File: src/rtl/cpuif_pkg.sv
package cpuif_pkg;
  localparam int ACK_ID_W    = 10;
  localparam int SPURIOUS_ID = 1023;
  localparam logic [11:0] OFF_CTRL  = 12'h000;
  localparam logic [11:0] OFF_PMASK = 12'h004;
  localparam logic [11:0] OFF_ACK   = 12'h00C;
  localparam logic [11:0] OFF_EOI   = 12'h010;
  localparam int CTL_G0  = 0;
  localparam int CTL_G1  = 1;
  localparam int CTL_FIQ = 3;
endpackage

File: src/rtl/cpuif_select.sv
module cpuif_select #(
  parameter int NUM_IDS = 32,
  parameter int PRIO_W  = 8,
  localparam int IDX_W  = $clog2(NUM_IDS)
) (
  input  logic                      clk,
  input  logic                      rst_n,
  input  logic [NUM_IDS-1:0]        cand,
  input  logic [NUM_IDS*PRIO_W-1:0] prio_flat,
  output logic                      sel_valid,
  output logic [IDX_W-1:0]          sel_id
);
  logic [PRIO_W-1:0] best_prio;

  // Strict comparison while scanning upward keeps the lower ID on ties.
  always_comb begin
    sel_valid = 1'b0;
    sel_id    = '0;
    best_prio = '1;
    for (int i = 0; i < NUM_IDS; i++) begin
      if (cand[i] && (!sel_valid || prio_flat[i*PRIO_W +: PRIO_W] < best_prio)) begin
        sel_valid = 1'b1;
        sel_id    = IDX_W'(i);
        best_prio = prio_flat[i*PRIO_W +: PRIO_W];
      end
    end
  end

  AST_SEL_IS_CAND: assert property (@(posedge clk) disable iff (!rst_n)
    sel_valid |-> cand[sel_id]);
  AST_SEL_WHEN_ANY: assert property (@(posedge clk) disable iff (!rst_n)
    (cand != '0) |-> sel_valid);
endmodule

File: src/rtl/cpuif_active.sv
module cpuif_active #(
  parameter int NUM_IDS = 32,
  parameter int PRIO_W  = 8,
  localparam int IDX_W  = $clog2(NUM_IDS)
) (
  input  logic                      clk,
  input  logic                      rst_n,
  input  logic                      set_valid,
  input  logic [IDX_W-1:0]          set_id,
  input  logic                      clr_valid,
  input  logic [IDX_W-1:0]          clr_id,
  input  logic [NUM_IDS*PRIO_W-1:0] prio_flat,
  output logic [NUM_IDS-1:0]        active,
  output logic [PRIO_W:0]           run_prio
);
  for (genvar g = 0; g < NUM_IDS; g++) begin : g_slot
    always_ff @(posedge clk or negedge rst_n) begin
      if (!rst_n)
        active[g] <= 1'b0;
      else if (set_valid && set_id == IDX_W'(g))
        active[g] <= 1'b1;
      else if (clr_valid && clr_id == IDX_W'(g))
        active[g] <= 1'b0;
    end
  end

  // Idle running priority is one above the largest priority value.
  always_comb begin
    run_prio = {1'b1, {PRIO_W{1'b0}}};
    for (int i = 0; i < NUM_IDS; i++)
      if (active[i] && {1'b0, prio_flat[i*PRIO_W +: PRIO_W]} < run_prio)
        run_prio = {1'b0, prio_flat[i*PRIO_W +: PRIO_W]};
  end

  AST_SET_FRESH: assert property (@(posedge clk) disable iff (!rst_n)
    set_valid |-> !active[set_id]);
  AST_EOI_IGNORED: assert property (@(posedge clk) disable iff (!rst_n)
    clr_valid && !active[clr_id] && !set_valid |=> $stable(active));
endmodule

File: src/rtl/irq_cpu_iface.sv
module irq_cpu_iface
  import cpuif_pkg::*;
#(
  parameter int NUM_IDS = 32,
  parameter int PRIO_W  = 8,
  parameter int CPU_W   = 3,
  localparam int IDX_W  = $clog2(NUM_IDS)
) (
  input  logic                      clk,
  input  logic                      rst_n,
  input  logic [NUM_IDS-1:0]        pend_i,
  input  logic [NUM_IDS-1:0]        grp_i,
  input  logic [NUM_IDS*PRIO_W-1:0] prio_i,
  input  logic [NUM_IDS*CPU_W-1:0]  src_cpu_i,
  input  logic                      req_valid_i,
  output logic                      req_ready_o,
  input  logic                      req_write_i,
  input  logic [11:0]               req_addr_i,
  input  logic [31:0]               req_wdata_i,
  output logic                      rsp_valid_o,
  output logic [31:0]               rsp_data_o,
  output logic                      ack_strobe_o,
  output logic [IDX_W-1:0]          ack_id_o,
  output logic                      irq_o,
  output logic                      fiq_o
);
  logic                 ctl_g0_q, ctl_g1_q, ctl_fiq_q;
  logic [PRIO_W-1:0]    pmask_q;
  logic [NUM_IDS-1:0]   active, cand;
  logic [PRIO_W:0]      run_prio;
  logic                 sel_valid;
  logic [IDX_W-1:0]     sel_id;
  logic                 rd, wr, is_ack_rd, set_valid, clr_valid;
  logic [ACK_ID_W-1:0]  eoi_id;
  logic [31:0]          rd_mux;
  logic                 fiq_d, irq_d;
  logic                 wdata_unused;

  assign req_ready_o  = 1'b1;
  assign rd           = req_valid_i && !req_write_i;
  assign wr           = req_valid_i && req_write_i;
  assign is_ack_rd    = rd && req_addr_i == OFF_ACK;
  assign set_valid    = is_ack_rd && sel_valid;
  assign eoi_id       = req_wdata_i[ACK_ID_W-1:0];
  assign clr_valid    = wr && req_addr_i == OFF_EOI && eoi_id < ACK_ID_W'(NUM_IDS);
  assign wdata_unused = ^{req_wdata_i[31:ACK_ID_W]};

  for (genvar g = 0; g < NUM_IDS; g++) begin : g_cand
    logic grp_ok;
    assign grp_ok  = grp_i[g] ? ctl_g1_q : ctl_g0_q;
    assign cand[g] = pend_i[g] && !active[g] && grp_ok
                     && prio_i[g*PRIO_W +: PRIO_W] < pmask_q
                     && {1'b0, prio_i[g*PRIO_W +: PRIO_W]} < run_prio;
  end

  cpuif_select #(.NUM_IDS(NUM_IDS), .PRIO_W(PRIO_W)) i_select (
    .clk(clk), .rst_n(rst_n), .cand(cand), .prio_flat(prio_i),
    .sel_valid(sel_valid), .sel_id(sel_id)
  );

  cpuif_active #(.NUM_IDS(NUM_IDS), .PRIO_W(PRIO_W)) i_active (
    .clk(clk), .rst_n(rst_n),
    .set_valid(set_valid), .set_id(sel_id),
    .clr_valid(clr_valid), .clr_id(IDX_W'(eoi_id)),
    .prio_flat(prio_i), .active(active), .run_prio(run_prio)
  );

  always_comb begin
    rd_mux = '0;
    case (req_addr_i)
      OFF_CTRL:  rd_mux = {28'd0, ctl_fiq_q, 1'b0, ctl_g1_q, ctl_g0_q};
      OFF_PMASK: rd_mux = 32'(pmask_q);
      OFF_ACK:   rd_mux = sel_valid
                   ? 32'({src_cpu_i[int'(sel_id)*CPU_W +: CPU_W], ACK_ID_W'(sel_id)})
                   : 32'(SPURIOUS_ID);
      default:   rd_mux = '0;
    endcase
  end

  assign fiq_d = sel_valid && !grp_i[sel_id] && ctl_fiq_q;
  assign irq_d = sel_valid && !fiq_d;

  always_ff @(posedge clk or negedge rst_n) begin
    if (!rst_n) begin
      ctl_g0_q     <= 1'b0;
      ctl_g1_q     <= 1'b0;
      ctl_fiq_q    <= 1'b0;
      pmask_q      <= '0;
      rsp_valid_o  <= 1'b0;
      rsp_data_o   <= '0;
      ack_strobe_o <= 1'b0;
      ack_id_o     <= '0;
      irq_o        <= 1'b0;
      fiq_o        <= 1'b0;
    end else begin
      if (wr && req_addr_i == OFF_CTRL) begin
        ctl_g0_q  <= req_wdata_i[CTL_G0];
        ctl_g1_q  <= req_wdata_i[CTL_G1];
        ctl_fiq_q <= req_wdata_i[CTL_FIQ];
      end
      if (wr && req_addr_i == OFF_PMASK)
        pmask_q <= req_wdata_i[PRIO_W-1:0];
      rsp_valid_o  <= rd;
      if (rd)
        rsp_data_o <= rd_mux;
      ack_strobe_o <= set_valid;
      if (set_valid)
        ack_id_o <= sel_id;
      irq_o <= irq_d;
      fiq_o <= fiq_d;
    end
  end

  AST_LINES_EXCLUSIVE: assert property (@(posedge clk) disable iff (!rst_n)
    !(irq_o && fiq_o));
  AST_RSP_FOLLOWS_RD: assert property (@(posedge clk) disable iff (!rst_n)
    rd |=> rsp_valid_o);
  AST_SPURIOUS_QUIET: assert property (@(posedge clk) disable iff (!rst_n)
    is_ack_rd && !sel_valid |=> !ack_strobe_o && rsp_data_o == 32'(SPURIOUS_ID));
  AST_GROUPS_OFF_QUIET: assert property (@(posedge clk) disable iff (!rst_n)
    !ctl_g0_q && !ctl_g1_q |=> !irq_o && !fiq_o);
  AST_MASK_ZERO_QUIET: assert property (@(posedge clk) disable iff (!rst_n)
    pmask_q == '0 |=> !irq_o && !fiq_o);
endmodule

File: config.mk
export PLATFORM = sky130hd
export DESIGN_NAME = irq_cpu_iface
export DESIGN_NICKNAME = d
export VERILOG_FILES = /design/src/rtl/cpuif_pkg.sv /design/src/rtl/cpuif_select.sv /design/src/rtl/cpuif_active.sv /design/src/rtl/irq_cpu_iface.sv
export SDC_FILE = /design/constraint.sdc
export NUM_CORES = 2
export LEC_CHECK = 0
export BUFFER_PORTS_ARGS = -buffer_cell sky130_fd_sc_hd__buf_2
export CORE_AREA = 4 4 256 258
export DETAILED_ROUTE_END_ITERATION = 16
export DIE_AREA = 0 0 260 262
export PLACE_DENSITY = 0.82
export SYNTH_ARGS = -nofsm -noshare
export SYNTH_HDL_FRONTEND = slang
export SYNTH_SLANG_ARGS = --single-unit
File: constraint.sdc
create_clock -name clk -period 162.4 [get_ports clk]
set_clock_uncertainty 0.2 [all_clocks]
set_input_delay 32.48 -clock clk [delete_from_list [all_inputs] [get_ports clk]]
set_output_delay 32.48 -clock clk [all_outputs]
set_load 0.01 [all_outputs]
Word-level counts from Yosys, hierarchy flattened
Cells that the tools add are included.

Output and inout port bits: 42. Input port bits: 464. Register bits: 84.

Multiplexer cells: 226. Reduce and logical (&&, ||, !) cells: 397. Shifts and indexed selects: 1. Equal/unequal tests: 65. Order comparisons: 128. $mul: 1.

Operators with widths (number): less-than comparator 8 x 9 -> 1 bit (63); less-than comparator 8 bit (63); 2-to-1 mux 9 bit (32); logical AND 1 bit (265); 2-to-1 mux 8 bit (31); equality test 5 bit (second input constant) (32); 2-to-1 mux 1 bit (130); indexed part select 96 x 8 -> 3 bit (1); equality test 5 x 4 -> 1 bit (second input constant) (16); 2-to-1 mux 5 bit (16); zero test 1 bit (66); nonzero test 2 bit (32); equality test 5 x 3 -> 1 bit (second input constant) (8); case mux 13 bit (3 select lines) (1); 2-to-1 mux 4 bit (8); logical OR 1 bit (31); equality test 5 x 2 -> 1 bit (second input constant) (4); 2-to-1 mux 13 bit (1); equality test 12 x 3 -> 1 bit (second input constant) (1); equality test 12 x 4 -> 1 bit (second input constant) (1); equality test 12 x 5 -> 1 bit (second input constant) (1); zero test 12 bit (1); 2-to-1 mux 3 bit (4); equality test 5 x 1 -> 1 bit (second input constant) (2); other kinds (6) (8).

Depth between registers and ports, before layout
Depth after elaboration: 228. Mapped depth: 700.

Cells and area by module
A second synthesis with hierarchy kept.

Cells, all modules: 4961. Area total of the unflattened synthesis: 38115.3 um2.

By module, submodules not included: cpuif_active (cells an instance 1858, seq. area each 800.8 um2, times used 1, area an instance 13553.0 um2); irq_cpu_iface (cells an instance 1368, seq. area each 800.8 um2, times used 1, area an instance 12793.5 um2); cpuif_select (cells an instance 1735, seq. area each 0.0 um2, times used 1, area an instance 11768.8 um2).

Worst setup path before layout
OpenSTA, ideal clock, no wires.

Path type: input to register. Start point: input port prio_i[2]. End point: register irq_o. Library setup time: 0.120 ns. Setup slack: 16.573 ns. Stages on the path: 642. Data required time: 162.080 ns. Data arrival time: 145.506 ns. Cell sequence: buf_6 > and2_2 > inv_1 > ha_1 > a211o_1 > a221oi_4 > a21o_4 > buf_8 > buf_4 > nand2_1 > o21ai_0 > inv_1 > ha_1 > nand4_1 > nor2_1 > nand3_1 > o211a_1 > o31a_1 > [... 606 more ...] > a211oi_1 > nor3_2 > buf_4 > mux2_2 > ha_1 > a21o_1 > a21oi_1 > nor2b_1 > a2111oi_0 > nand3_1 > a21o_2 > and4_4 > clkbuf_1 > a32oi_1 > o31a_1 > o22ai_1 > or4_1 > o211a_1.

Cells in the longest elaborated chain, start to end: 228. Elaborated cells between the ends (all ways): 385.

Ends and longest elaborated chain: start: declaration (line irq_cpu_iface.sv:13) `input logic [NUM_IDS*PRIO_W-1:0] prio_i,`; 2-to-1 mux 9 bit (line cpuif_active.sv:31) `if (active[i] && {1'b0, prio_flat[i*PRIO_W +: PRIO_W]} < run_prio)`; less-than comparator 8 x 9 -> 1 bit (line cpuif_active.sv:31); logical AND 1 bit (line cpuif_active.sv:31); 2-to-1 mux 9 bit (line cpuif_active.sv:31); less-than comparator 8 x 9 -> 1 bit (line cpuif_active.sv:31); logical AND 1 bit (line cpuif_active.sv:31); 2-to-1 mux 9 bit (line cpuif_active.sv:31); less-than comparator 8 x 9 -> 1 bit (line cpuif_active.sv:31); [... 212 more ...]; 2-to-1 mux 5 bit (line cpuif_select.sv:21) `if (cand[i] && (!sel_valid || prio_flat[i*PRIO_W +: PRIO_W] < best_prio)) begin`; binary-select mux 1 bit (select 5 bit) (line irq_cpu_iface.sv:80) `assign fiq_d = sel_valid && !grp_i[sel_id] && ctl_fiq_q;`; 2-to-1 mux 1 bit (implied by the code) (line irq_cpu_iface.sv:80); zero test 1 bit (line irq_cpu_iface.sv:80); logical AND 1 bit (2 in series) (line irq_cpu_iface.sv:80); zero test 1 bit (line irq_cpu_iface.sv:81) `assign irq_d = sel_valid && !fiq_d;`; logical AND 1 bit (*) (line irq_cpu_iface.sv:81); net irq_d (line irq_cpu_iface.sv:36) `logic fiq_d, irq_d;`; end signal: assignment (line irq_cpu_iface.sv:109) `irq_o <= irq_d;`; end: declaration (line irq_cpu_iface.sv:24) `output logic irq_o,`.

Mark *: on every way through the listed nets, which the timed path passes. The rest lies on a longest branch. The select of a mux whose other input is x is not followed. A chain may end at the register's enable or synchronous reset.

Worst setup path in the final report
Start point: input port prio_i[2]. End point: register fiq_o.

Cells in the longest elaborated chain, start to end: 226. Elaborated cells between the ends (all ways): 383.

Ends and longest elaborated chain: 2-to-1 mux 9 bit (line cpuif_active.sv:31); less-than comparator 8 x 9 -> 1 bit (line cpuif_active.sv:31); logical AND 1 bit (line cpuif_active.sv:31); 2-to-1 mux 9 bit (line cpuif_active.sv:31); less-than comparator 8 x 9 -> 1 bit (line cpuif_active.sv:31); logical AND 1 bit (line cpuif_active.sv:31); 2-to-1 mux 9 bit (line cpuif_active.sv:31); less-than comparator 8 x 9 -> 1 bit (line cpuif_active.sv:31); [... 210 more ...]; logical OR 1 bit (line cpuif_select.sv:21); logical AND 1 bit (line cpuif_select.sv:21); 2-to-1 mux 5 bit (line cpuif_select.sv:21); binary-select mux 1 bit (select 5 bit) (line irq_cpu_iface.sv:80); 2-to-1 mux 1 bit (implied by the code) (line irq_cpu_iface.sv:80); zero test 1 bit (line irq_cpu_iface.sv:80); logical AND 1 bit (*) (2 in series) (line irq_cpu_iface.sv:80); net fiq_d (line irq_cpu_iface.sv:36); end signal: assignment (line irq_cpu_iface.sv:110) `fiq_o <= fiq_d;`; end: declaration (line irq_cpu_iface.sv:25) `output logic fiq_o`.

Marked as above.

==> impl_metrics.csv <==
group,metric,value,unit
pwr,clockPowerShare,0.261,
cells_and_area,drive_above_1_share,0.205,
cells_and_area,finalNetCount,6781,
yosys,synth-compound-area-share,0.343,
yosys,synth-main-ff-cell,"dfrtp_1",
setup_path,r2r_setup_slack,38.92,ns
floorplanning,fp.dieH,262,µm
cells_and_area,areaGrowthSynthToFinish,11.9,%
cells_and_area,fillCellCount,5507,
setup_path,crit_top_cell,"a21oi_1",
place,dp_cells,6421,
timing,fmax,0.00645,GHz
yosys,yosysWarnings,0,
clock_tree,clk_pin_slew,0.08,ns
global_routing,grt_max_degree,65,
pwr,seq_power_share,0.183,
pwr,finalPower,87.3,µW
worst_hold_path,holdCritPathClass,"register to register",
clock_tree,insertion_delay,0.34,ns
yosys,ys_ff_latch,64,
timing,holdWs,0.301,ns
pwr,p_int,48.3,µW
route,drt_iter0_markers,4860,
setup_path,crit_type,"input pin to register",
global_routing,grt_util_all_layers,0.434,
timing,finalCriticalPeriod,155.02,ns
pwr,p_leak,0.0196,µW
yosys,synth_cell_type_count,186,
global_routing,grt_pass1_wl,233000,µm
setup_path,crit_path_max_fanout,20,
global_routing,grt_antenna_before_repair,25,
route,routedWlPerCell,24.5,µm
cells_and_area,multiInputGateArea,34000,µm²
setup_path,slowest_delay,0.66,ns
timing,max_slew_margin,0.131,
route,drcViolationCount,0,
route,viasPerCell,6.88,
timing,timing.setup.tns,0,ns
timing,period_share,0.955,
global_routing,grt_pass1_vias,40700,
yosys,synthMuxAreaShare,0.0721,
route,wl,159000,µm
floorplanning,rows,92,
place,place_area,41400,µm²
route,first_pass_iters,8,
yosys,synth_top_family_by_area,"compound AO/OA/AOI/OAI gates",
pwr,power_density,2.07,nW/µm²
place,dp_hpwl,124000,µm
place,io_buffers,463,
route,vias,44600,
yosys,netlist_area,37800,µm²
yosys,synthAdderAreaFrac,0.249,
setup_path,cp_slowest_cell,"or4_1",
global_routing,grt-ovfl-total,0,
setup_path,start_kind,"input pin",
timing,tightest_slew,1.30,ns
place,gp_congestion,1.02,
floorplanning,die_area,68100,µm²
floorplanning,pin_count,506,
pwr,ir_worst_vdd,4.19,µV
status,run_status,"finished clean",
yosys,synthXorXnorAreaFrac,0.00948,
clock_tree,cts_root_buffer,"clkbuf_16",
cells_and_area,stdcell_count,6490,
yosys,synth_cells,5082,
cells_and_area,post-route-cell-area,42300,µm²
pwr,combPwrFrac,0.556,
setup_path,crit_arrival,155.06,ns
clock_tree,numCtsBuffers,9,
yosys,synthArstFlopShare,1.00,
floorplanning,start_util,0.600,
cells_and_area,regArea,1610,µm²
clock_tree,h-tree-depth,3,
clock_tree,numClockSinks,64,
clock_tree,clockBufferDepth,2,
route,final_antenna_net_count,0,
timing,setup_viol_count_final,0,
floorplanning,die_w,260,µm
job,cap_violations,0,
setup_path,critPathCaptureType,"register",
timing,hold_viol,0,
yosys,synth-simple-area-share,0.217,
pwr,switching_share,0.447,
pwr,p_sw,39.0,µW
floorplanning,core_area,63000,µm²
yosys,avgSynthCellArea,7.43,µm²
yosys,synth_edf_count,0,
setup_path,cp_data_required_time,162.44,ns
timing,final_max_slew_viol_count,0,
yosys,seq_area_frac_synth,0.0424,
clock_tree,hold_buffers,0,
clock_tree,cts_tree,"built",
-- layer usage --
metal	global-route usage	part of all wire	vias up
met1	0.550	0.38	20500
met5	0	0.00061	-
met3	0.122	0.14	694
met2	0.661	0.42	3005
li1	-	-	20400
met4	0.251	0.071	16
-- area by class of cell --
| class | count | area share |
|---|---|---|
| well taps | 846 | 0.0250 |
| multi-input cells | 4584 | 0.805 |
| clock buffers | 9 | 0.00533 |
| diodes | 22 | 0.00130 |
| repair buffers | 711 | 0.101 |
| inverters | 247 | 0.0220 |
| flip-flops and latches | 64 | 0.0380 |
| clock inverters | 7 | 0.00237 |
-- layout by cell type (no fill, tap or decap), drive strengths merged, types with 23 or more instances in the layout --
master   netlist  layout
mux2          90      90
and2          41      41
buf          135     711
o211a         33      33
nand4         45      45
a211oi        56      56
a21oi        470     470
or2           28      28
and3          43      43
nand2        488     488
o31ai         31      31
nor4b         36      36
nor4          25      25
o21a          77      77
nor3          77      77
or3           27      27
nand3        111     111
maj3          62      62
o22ai         66      66
mux2i        161     161
nand2b        95      95
o2111ai       25      25
o21ai        566     567
o221ai        28      28
xnor2         34      34
inv          242     240
nor2         336     336
nor2b        121     121
ha           700     700
a21o         148     148
dfrtp         64      64
and4          23      23
o211ai        84      84
a31oi         60      60
-- worst paths after layout --
check,start,to,depth (start not counted)
max,prio_i[2],fiq_o$_DFF_PN0_,603
min,ack_id_o[4]$_DFFE_PN0P_,ack_id_o[4]$_DFFE_PN0P_,2
max reg2reg,i_active.active[0]$_DFFE_PN0P_,fiq_o$_DFF_PN0_,602
min reg2reg,ack_id_o[4]$_DFFE_PN0P_,ack_id_o[4]$_DFFE_PN0P_,2
max in group asynchronous,rst_n,ctl_g1_q$_DFFE_PN0P_,1
min in group asynchronous,rst_n,fiq_o$_DFF_PN0_,1
-- flip-flops by register name (all words and copies together), names as in the netlist --
register         flops
i_active.active     32
rsp_data_o          12
pmask_q              8
ack_id_o             5
ack_strobe_o         1
ctl_fiq_q            1
ctl_g0_q             1
ctl_g1_q             1
fiq_o                1
irq_o                1
rsp_valid_o          1
-- kinds of logic (layout without fill, tap and decap cells) --
group,count (synthesis),in the layout
fa+ha+maj,762,762
buf+inv,453,974
compound gates,1925,1926
other cells,2,42
simple gates,1585,1585
mux,251,251
xor+xnor,40,40
flops,64,64
-- worst max-delay path, delay by kind of cell --
| kind | cells | cell delay [ns] |
|---|---|---|
| buf+inv | 41 | 5.93 |
| simple gates | 174 | 27.55 |
| compound gates | 304 | 63.40 |
| mux | 16 | 4.94 |
| fa+ha+maj | 68 | 20.49 |
-- cell usage after synthesis (31+ instances only) --
master | n | share of area
ha_1 | 700 | 0.23
o21ai_0 | 482 | 0.064
nand2_1 | 472 | 0.047
a21oi_1 | 457 | 0.061
nor2_1 | 324 | 0.032
inv_1 | 241 | 0.024
mux2i_1 | 154 | 0.041
a21o_1 | 134 | 0.027
nor2b_1 | 120 | 0.020
nand3_1 | 105 | 0.014
nand2b_1 | 94 | 0.016
o211ai_1 | 80 | 0.016
mux2_2 | 71 | 0.021
nor3_1 | 70 | 0.0093
o21ai_1 | 70 | 0.0093
o22ai_1 | 65 | 0.011
buf_4 | 64 | 0.013
dfrtp_1 | 64 | 0.042
o21a_1 | 64 | 0.013
maj3_1 | 57 | 0.015
a31oi_1 | 55 | 0.0091
buf_6 | 48 | 0.014
a211oi_1 | 46 | 0.0091
clkbuf_1 | 45 | 0.0045
nand4_1 | 44 | 0.0073
nor4b_1 | 35 | 0.0081
xnor2_1 | 33 | 0.0077
o211a_1 | 31 | 0.0082
-- power groups by stage --
stage	clock network (µW)	registers (µW)	logic, µW
global placement	0	16.3	44.5
finish	22.8	16.0	48.5
floorplan	0	16.3	27.2
CTS	22.6	16.0	46.5
detailed placement	0	16.3	46.2
global route	23.5	16.0	53.2
-- stage by stage --
| stage | setup slack, ns | utilization |
|---|---|---|
| 5_1_grt | -0.275 | 0.671 |
| 4_1_cts | 1.16 | 0.662 |
| 2_1_floorplan | 16.57 | - |
| 3_5_place_dp | 1.41 | 0.657 |
| 3_3_place_gp | 3.12 | 0.657 |
| 6_report | 7.38 | 0.671 |
-- timing repair --
| action | 4_1_cts | 5_1_grt |
|---|---|---|
| resized for setup | 0 | 91 |
| setup buffers | 0 | 30 |
| endpoints found under the setup margin | 0 | 47 |
No activity file was read; power rests on OpenSTA's default activity.
